## config.mk

```make
export PLATFORM = sky130hd
export DESIGN_NAME = otemp_guard
export DESIGN_NICKNAME = d
export VERILOG_FILES = /design/src/rtl/otg_pkg.sv /design/src/rtl/otg_compare.sv /design/src/rtl/otg_pwrseq.sv /design/src/rtl/otg_regfile.sv /design/src/rtl/otemp_guard.sv
export SDC_FILE = /design/constraint.sdc
export NUM_CORES = 1
export LEC_CHECK = 0
export ABC_AREA = 0
export BUFFER_PORTS_ARGS = -buffer_cell sky130_fd_sc_hd__buf_2
export CORE_AREA = 8 8 66 68
export CTS_CLUSTER_DIAMETER = 200
export CTS_CLUSTER_SIZE = 20
export DETAILED_ROUTE_END_ITERATION = 10
export DIE_AREA = 0 0 74 76
export GPL_TIMING_DRIVEN = 0
export PLACE_DENSITY = 0.75
export SLEW_MARGIN = 20
export SYNTH_ARGS = -nofsm -noshare
export SYNTH_HDL_FRONTEND = slang
export SYNTH_SLANG_ARGS = --single-unit
```

## constraint.sdc

```tcl
create_clock -name clk -period 2.7 [get_ports clk]
set_input_delay 0.135 -clock clk [delete_from_list [all_inputs] [get_ports clk]]
set_output_delay 0.135 -clock clk [all_outputs]
set_load 0.05 [all_outputs]
```

## src/rtl/otg_pkg.sv

```systemverilog
package otg_pkg;
  // register address map
  localparam int unsigned OTG_ADDR_LIMIT  = 0;
  localparam int unsigned OTG_ADDR_CONFIG = 1;
  localparam int unsigned OTG_ADDR_STATUS = 2;

  // configuration register bit positions
  localparam int unsigned CFG_DIS_BIT  = 0;
  localparam int unsigned CFG_SHDN_BIT = 1;
  localparam int unsigned CFG_PROG_BIT = 2;

  // status register bit positions
  localparam int unsigned STS_IRQ_BIT   = 0;
  localparam int unsigned STS_ALARM_BIT = 1;
endpackage

```

## src/rtl/otg_compare.sv

```systemverilog
module otg_compare #(
  parameter int unsigned TEMP_W = 12
) (
  input  logic              clk,
  input  logic              rst,
  input  logic              samp_valid,
  input  logic [TEMP_W-1:0] samp_code,
  input  logic [TEMP_W-1:0] limit,
  input  logic              alarm_off,
  output logic              alarm,
  output logic              alarm_rise
);
  logic alarm_q;
  logic alarm_d;
  logic above;
  logic below;

  assign above = samp_code > limit;
  assign below = samp_code < limit;

  always_ff @(posedge clk) begin
    if (rst) begin
      alarm_q <= 1'b0;
      alarm_d <= 1'b0;
    end else begin
      alarm_d <= alarm_q;
      if (alarm_off) begin
        alarm_q <= 1'b0;
      end else if (samp_valid) begin
        if (above) begin
          alarm_q <= 1'b1;
        end else if (below) begin
          alarm_q <= 1'b0;
        end
      end
    end
  end

  assign alarm      = alarm_q;
  assign alarm_rise = alarm_q & ~alarm_d;

  AST_ALARM_SET_CAUSE: assert property (@(posedge clk) disable iff (rst)
    $rose(alarm_q) |-> ($past(samp_valid) && ($past(samp_code) > $past(limit))));
  AST_ALARM_CLR_CAUSE: assert property (@(posedge clk) disable iff (rst)
    $fell(alarm_q) |-> ($past(alarm_off) || ($past(samp_valid) && ($past(samp_code) < $past(limit)))));
  AST_ALARM_OFF_QUIET: assert property (@(posedge clk) disable iff (rst)
    alarm_off |=> !alarm_q);
endmodule

```

## src/rtl/otg_pwrseq.sv

```systemverilog
module otg_pwrseq (
  input  logic clk,
  input  logic rst,
  input  logic shdn_cfg,
  input  logic alarm,
  input  logic alarm_rise,
  input  logic reconfig_req,
  output logic shdn_en,
  output logic pwr_down
);
  logic shdn_q;
  logic pd_q;

  always_ff @(posedge clk) begin
    if (rst) begin
      shdn_q <= shdn_cfg;
      pd_q   <= 1'b0;
    end else if (pd_q) begin
      if (!alarm || reconfig_req) begin
        pd_q <= 1'b0;
      end
    end else if (alarm_rise && shdn_q) begin
      pd_q <= 1'b1;
    end
  end

  assign shdn_en  = shdn_q;
  assign pwr_down = pd_q;

  AST_PD_NEEDS_ENABLE: assert property (@(posedge clk) disable iff (rst)
    pd_q |-> shdn_q);
  AST_PD_ENTRY: assert property (@(posedge clk) disable iff (rst)
    (alarm_rise && shdn_q && !pd_q) |=> pd_q);
  AST_PD_RELEASE: assert property (@(posedge clk) disable iff (rst)
    (pd_q && (!alarm || reconfig_req)) |=> !pd_q);
endmodule

```

## src/rtl/otg_regfile.sv

```systemverilog
module otg_regfile #(
  parameter int unsigned              TEMP_W        = 12,
  parameter int unsigned              ADDR_W        = 4,
  parameter logic [TEMP_W-1:0]        DEFAULT_LIMIT = 12'hCA4
) (
  input  logic              clk,
  input  logic              rst,
  input  logic              reg_req,
  input  logic              reg_wr,
  input  logic [ADDR_W-1:0] reg_addr,
  input  logic [TEMP_W-1:0] reg_wdata,
  output logic              reg_ready,
  output logic [TEMP_W-1:0] reg_rdata,
  input  logic              alarm,
  input  logic              alarm_rise,
  input  logic              shdn_en,
  output logic [TEMP_W-1:0] limit,
  output logic              alarm_off,
  output logic              irq
);
  import otg_pkg::*;

  localparam logic [ADDR_W-1:0] A_LIM = ADDR_W'(OTG_ADDR_LIMIT);
  localparam logic [ADDR_W-1:0] A_CFG = ADDR_W'(OTG_ADDR_CONFIG);
  localparam logic [ADDR_W-1:0] A_STS = ADDR_W'(OTG_ADDR_STATUS);

  logic [TEMP_W-1:0] lim_q;
  logic              prog_q;
  logic              dis_q;
  logic              irq_q;
  logic              ready_q;
  logic [TEMP_W-1:0] rdata_q;
  logic [TEMP_W-1:0] rd_mux;
  logic              wr_lim;
  logic              wr_cfg;
  logic              wr_sts;
  logic              irq_clr;

  assign wr_lim  = reg_req && reg_wr && (reg_addr == A_LIM);
  assign wr_cfg  = reg_req && reg_wr && (reg_addr == A_CFG);
  assign wr_sts  = reg_req && reg_wr && (reg_addr == A_STS);
  assign irq_clr = wr_sts && reg_wdata[STS_IRQ_BIT];

  always_comb begin
    rd_mux = '0;
    case (reg_addr)
      A_LIM: rd_mux = lim_q;
      A_CFG: begin
        rd_mux[CFG_DIS_BIT]  = dis_q;
        rd_mux[CFG_SHDN_BIT] = shdn_en;
        rd_mux[CFG_PROG_BIT] = prog_q;
      end
      A_STS: begin
        rd_mux[STS_IRQ_BIT]   = irq_q;
        rd_mux[STS_ALARM_BIT] = alarm;
      end
      default: rd_mux = '0;
    endcase
  end

  always_ff @(posedge clk) begin
    if (rst) begin
      lim_q   <= DEFAULT_LIMIT;
      prog_q  <= 1'b0;
      dis_q   <= 1'b0;
      irq_q   <= 1'b0;
      ready_q <= 1'b0;
      rdata_q <= '0;
    end else begin
      ready_q <= reg_req;
      rdata_q <= reg_req ? rd_mux : '0;
      if (wr_lim) begin
        lim_q  <= reg_wdata;
        prog_q <= 1'b1;
      end
      if (wr_cfg) begin
        dis_q <= reg_wdata[CFG_DIS_BIT];
      end
      if (alarm_rise) begin
        irq_q <= 1'b1;
      end else if (irq_clr) begin
        irq_q <= 1'b0;
      end
    end
  end

  assign reg_ready = ready_q;
  assign reg_rdata = rdata_q;
  assign limit     = lim_q;
  assign alarm_off = dis_q;
  assign irq       = irq_q;

  AST_READY_NEXT: assert property (@(posedge clk) disable iff (rst)
    reg_req |=> reg_ready);
  AST_IRQ_ON_RISE: assert property (@(posedge clk) disable iff (rst)
    alarm_rise |=> irq_q);
  AST_IRQ_STICKY: assert property (@(posedge clk) disable iff (rst)
    (irq_q && !irq_clr) |=> irq_q);
  AST_PROG_HOLDS: assert property (@(posedge clk) disable iff (rst)
    prog_q |=> prog_q);
endmodule

```

## src/rtl/otemp_guard.sv

```systemverilog
module otemp_guard #(
  parameter int unsigned       TEMP_W        = 12,
  parameter int unsigned       ADDR_W        = 4,
  parameter logic [TEMP_W-1:0] DEFAULT_LIMIT = 12'hCA4
) (
  input  logic              clk,
  input  logic              rst,
  input  logic              shdn_en_cfg,
  input  logic              samp_valid,
  input  logic [TEMP_W-1:0] samp_code,
  input  logic              reconfig_req,
  input  logic              reg_req,
  input  logic              reg_wr,
  input  logic [ADDR_W-1:0] reg_addr,
  input  logic [TEMP_W-1:0] reg_wdata,
  output logic              reg_ready,
  output logic [TEMP_W-1:0] reg_rdata,
  output logic              alarm,
  output logic              irq,
  output logic              pwr_down
);
  logic [TEMP_W-1:0] limit;
  logic              alarm_off;
  logic              alarm_rise;
  logic              shdn_en;

  otg_compare #(.TEMP_W(TEMP_W)) u_cmp (
    .clk        (clk),
    .rst        (rst),
    .samp_valid (samp_valid),
    .samp_code  (samp_code),
    .limit      (limit),
    .alarm_off  (alarm_off),
    .alarm      (alarm),
    .alarm_rise (alarm_rise)
  );

  otg_pwrseq u_pwr (
    .clk          (clk),
    .rst          (rst),
    .shdn_cfg     (shdn_en_cfg),
    .alarm        (alarm),
    .alarm_rise   (alarm_rise),
    .reconfig_req (reconfig_req),
    .shdn_en      (shdn_en),
    .pwr_down     (pwr_down)
  );

  otg_regfile #(
    .TEMP_W        (TEMP_W),
    .ADDR_W        (ADDR_W),
    .DEFAULT_LIMIT (DEFAULT_LIMIT)
  ) u_regs (
    .clk        (clk),
    .rst        (rst),
    .reg_req    (reg_req),
    .reg_wr     (reg_wr),
    .reg_addr   (reg_addr),
    .reg_wdata  (reg_wdata),
    .reg_ready  (reg_ready),
    .reg_rdata  (reg_rdata),
    .alarm      (alarm),
    .alarm_rise (alarm_rise),
    .shdn_en    (shdn_en),
    .limit      (limit),
    .alarm_off  (alarm_off),
    .irq        (irq)
  );
endmodule

```

==> impl_results.md <==
* Post-Syn Nets at 197
* First-pass GRT wire length at 5871 um
* Pre-antenna DRT Iters at 4
* N_diodes at 0
* Max Slew Vio Count at 0
* Most common cell after layout, fill and taps aside: buf_2
* Vias in the first global route at 1,311
* Vias at 1,272
* Post-CTS Resized at 0
* Sink Count at 32
* Dpl hpwl at 2712 um
* Die height at between 70 and 80 um
* Comb pwr share at 0.133
* Max Root-Sink Buffers at 2
* GRT overflow at 0
* Reg-to-reg slack, setup at around 1300 ps
* FF+latch count, synth at 32
* Synth Cell Area at 1443 sq um
* Total CTS buffers at 5
* Number of cells after detailed placement at 247
* Critical Path End Type: register
* IO Count at between 50 and 60
* Dpl cell area at 1748 sq um
* P_leak at between 0.8 and 0.9 nW
* Row count at 22
* Setup TNS Final at 0 ps
* Min Tclk post-route at approximately 1500 ps
* Hold violation count in the final report at 0
* Worst slew pin tran at 556.3 ps
* Syn Area/Cell at approximately 9.6 sq um
* Power per Cell Area at 466.3 nW/um^2
* Hold Crit Class: input pin to register
* Sequential share of power at 0.575
* Final WL at 3485 um
* Achievable frequency at 672.5 MHz
* Worst skew pair latency at 330 ps
* Total GRT Usage at 0.1335
* Final antenna-violating net count at 0
* WL/cell at about 14 um
* P&R area growth vs syn at 25.76%
* Sequential-to-total area share from yosys stat at 0.4510
* Status: completed
* Setup violators final at 0
* Switch Pwr at roughly 220 uW
* CTS tree: done
* Critical path required time at 2930 ps
* Startpoint types: input pin
* Clock Power Share at 0.292
* Non-Filler Instances at 256
* Distinct cell type count after synthesis at 33
* Routability congestion estimate at 0.7820
* Initial cell density of the core at 0.4193
* Worst R2R End: u_cmp.alarm$_SDFFE_PP0P_
* RSZ-0062 raised after global routing: no
* Fillers at 341
* DRT iter0 DRCs at 69
* CORE AREA at 3441 sq um
* Nets at 255
* CP max FO at 10
* Reg2reg start: u_regs.limit[10]$_SDFFE_PP1P_
* Max-cap viol count at 0
* Largest net degree at the start of global routing at 11
* Average vias per placed instance at 4.969
* Worst EP arrival at 1710 ps
* Mapped Cells at 150
* YS warnings at 0
* Most frequent cells in the layout: buf_2 (51), dfxtp_1 (31), nor2_1 (15), a21oi_1 (14)
* Peak VDD IR at 0.2858 mV
* Int Pwr at 626.2 uW
* Die ar. at 5624 sq um
* Worst setup path class: input pin to register
* Clock skew at 12.27 ps
* Initial antenna violation count at 0
* Sw Share at 0.2598
* Period utilization at 0.5508
* Final instance area at 1814 sq um
* Root buf cell: clkbuf_4
* Die X at ~74 um
* Final routed DRC violation total at 0
* # H-tree levels at 2
* Final core occ at 0.5273
* I/O Buffers at 49
* Clock slew at reported path FFs at 100 ps
* Reg2reg path depth at 6
* End point of the critical path: u_regs.reg_rdata[10]$_SDFF_PP0_
* Rel. slew slack at 0.6292
* Beginning of the critical path: rst
* Share of cells above drive strength 1 at 0.3221
-- cells in the mapped netlist (all sizes together) --
library cell	n	area [sq um]
nand4	3	18.77
o211ai	1	7.510
nand2b	2	12.51
inv	12	45.04
o21ai	2	10.01
nor3	1	5.000
edfxtp	1	30.03
nor2b	6	37.54
a311o	5	55.05
nand3	3	15.01
nor3b	1	7.510
o31a	1	8.760
nand3b	1	7.510
nor4bb	1	10.01
nand2	5	21.27
a31oi	1	6.260
buf	6	48.79
clkbuf	3	11.26
a211o	1	8.760
nor2	16	62.56
mux2i	10	100.1
ha	12	150.1
a21oi	15	78.83
o21a	1	7.510
dfxtp	31	620.6
nor4	9	56.30
-- area by class of cell --
class,instances,area [sq um],share of cell area
multi-input cells,97,686.9,0.3786
flip-flops and latches,32,650.6,0.3586
repair buffers,51,265.3,0.1462
plain buffers,9,60.06,0.03310
well taps,48,60.06,0.03310
inverters,12,45.04,0.02483
clock buffers,6,41.29,0.02276
clock inverters,1,5.005,0.002759
-- what timing repair did --
action                    CTS  global route
hold endpoints to repair    2             0
buffers inserted            0             0
hold buffers                2             0
-- layer usage --
metal  global-route usage  vias up  routed length, um
met1               0.1521      582               1521
met4              0.05000        0                 51
met2               0.2139       36               1624
met3              0.05395        6                287
met5                    0        -                  0
li1                     -      648                  -
-- power groups by stage --
stage	Combinational (mW)	Clock, mW	Sequential (mW)
6_report	0.113	0.247	0.487
2_1_floorplan	0.0518	0	0.512
4_1_cts	0.114	0.259	0.487
3_3_place_gp	0.109	0	0.498
3_5_place_dp	0.111	0	0.498
5_1_grt	0.127	0.284	0.488
-- flip-flops by register name (all words and copies together), names as in the netlist --
name and cells:
u_regs.alarm_off 1, u_regs.limit 12, u_regs.prog_q 1, u_cmp.alarm 1, u_cmp.alarm_d 1, u_regs.reg_rdata 12
u_regs.irq 1, u_pwr.pwr_down 1, u_pwr.shdn_en 1, u_regs.reg_ready 1
-- critical path, cell delays in order --
cell and delay [ps]:
dlygate4sd3_1 530, buf_2 130, buf_2 170, nor2b_1 160, nand2_1 110, clkbuf_1 240
nor4_1 240
-- worst min-delay path by stage --
stage	slack (ps)	end	startpoint	depth (start not counted)
floorplan	230	u_pwr.shdn_en$_DFFE_PP_	shdn_en_cfg	0
global placement	310	u_pwr.shdn_en$_DFFE_PP_	shdn_en_cfg	1
detailed placement	320	u_pwr.shdn_en$_DFFE_PP_	shdn_en_cfg	1
CTS	20	u_regs.limit[6]$_SDFFE_PP0P_	reg_wdata[6]	3
global route	20	u_regs.limit[4]$_SDFFE_PP0P_	reg_wdata[4]	3
finish	40	u_regs.limit[6]$_SDFFE_PP0P_	reg_wdata[6]	3
-- cells by family after synthesis --
logic type               after synthesis  share of synthesized area
AND/OR/NAND/NOR                       48                     0.1761
multiplexers                          10                    0.06939
AO/OA/AOI/OAI                         27                     0.1266
buffers and inverters                 21                    0.07285
adder cells (fa/ha/maj)               12                     0.1041
flip-flops                            32                     0.4510
-- metrics by stage --
| stage | hold slack [ps] | worst slack [ps] | total power [mW] |
|---|---|---|---|
| after floorplan | 233.9 | 1350 | 0.5636 |
| after global placement | 312.7 | 1267 | 0.6067 |
| final | 35.61 | 1213 | 0.8460 |
| after global routing | 18.64 | 1055 | 0.8987 |
| after detailed placement | 317.9 | 1261 | 0.6087 |
| after CTS | 17.46 | 1225 | 0.8594 |
(Power assumes the default switching activity.)
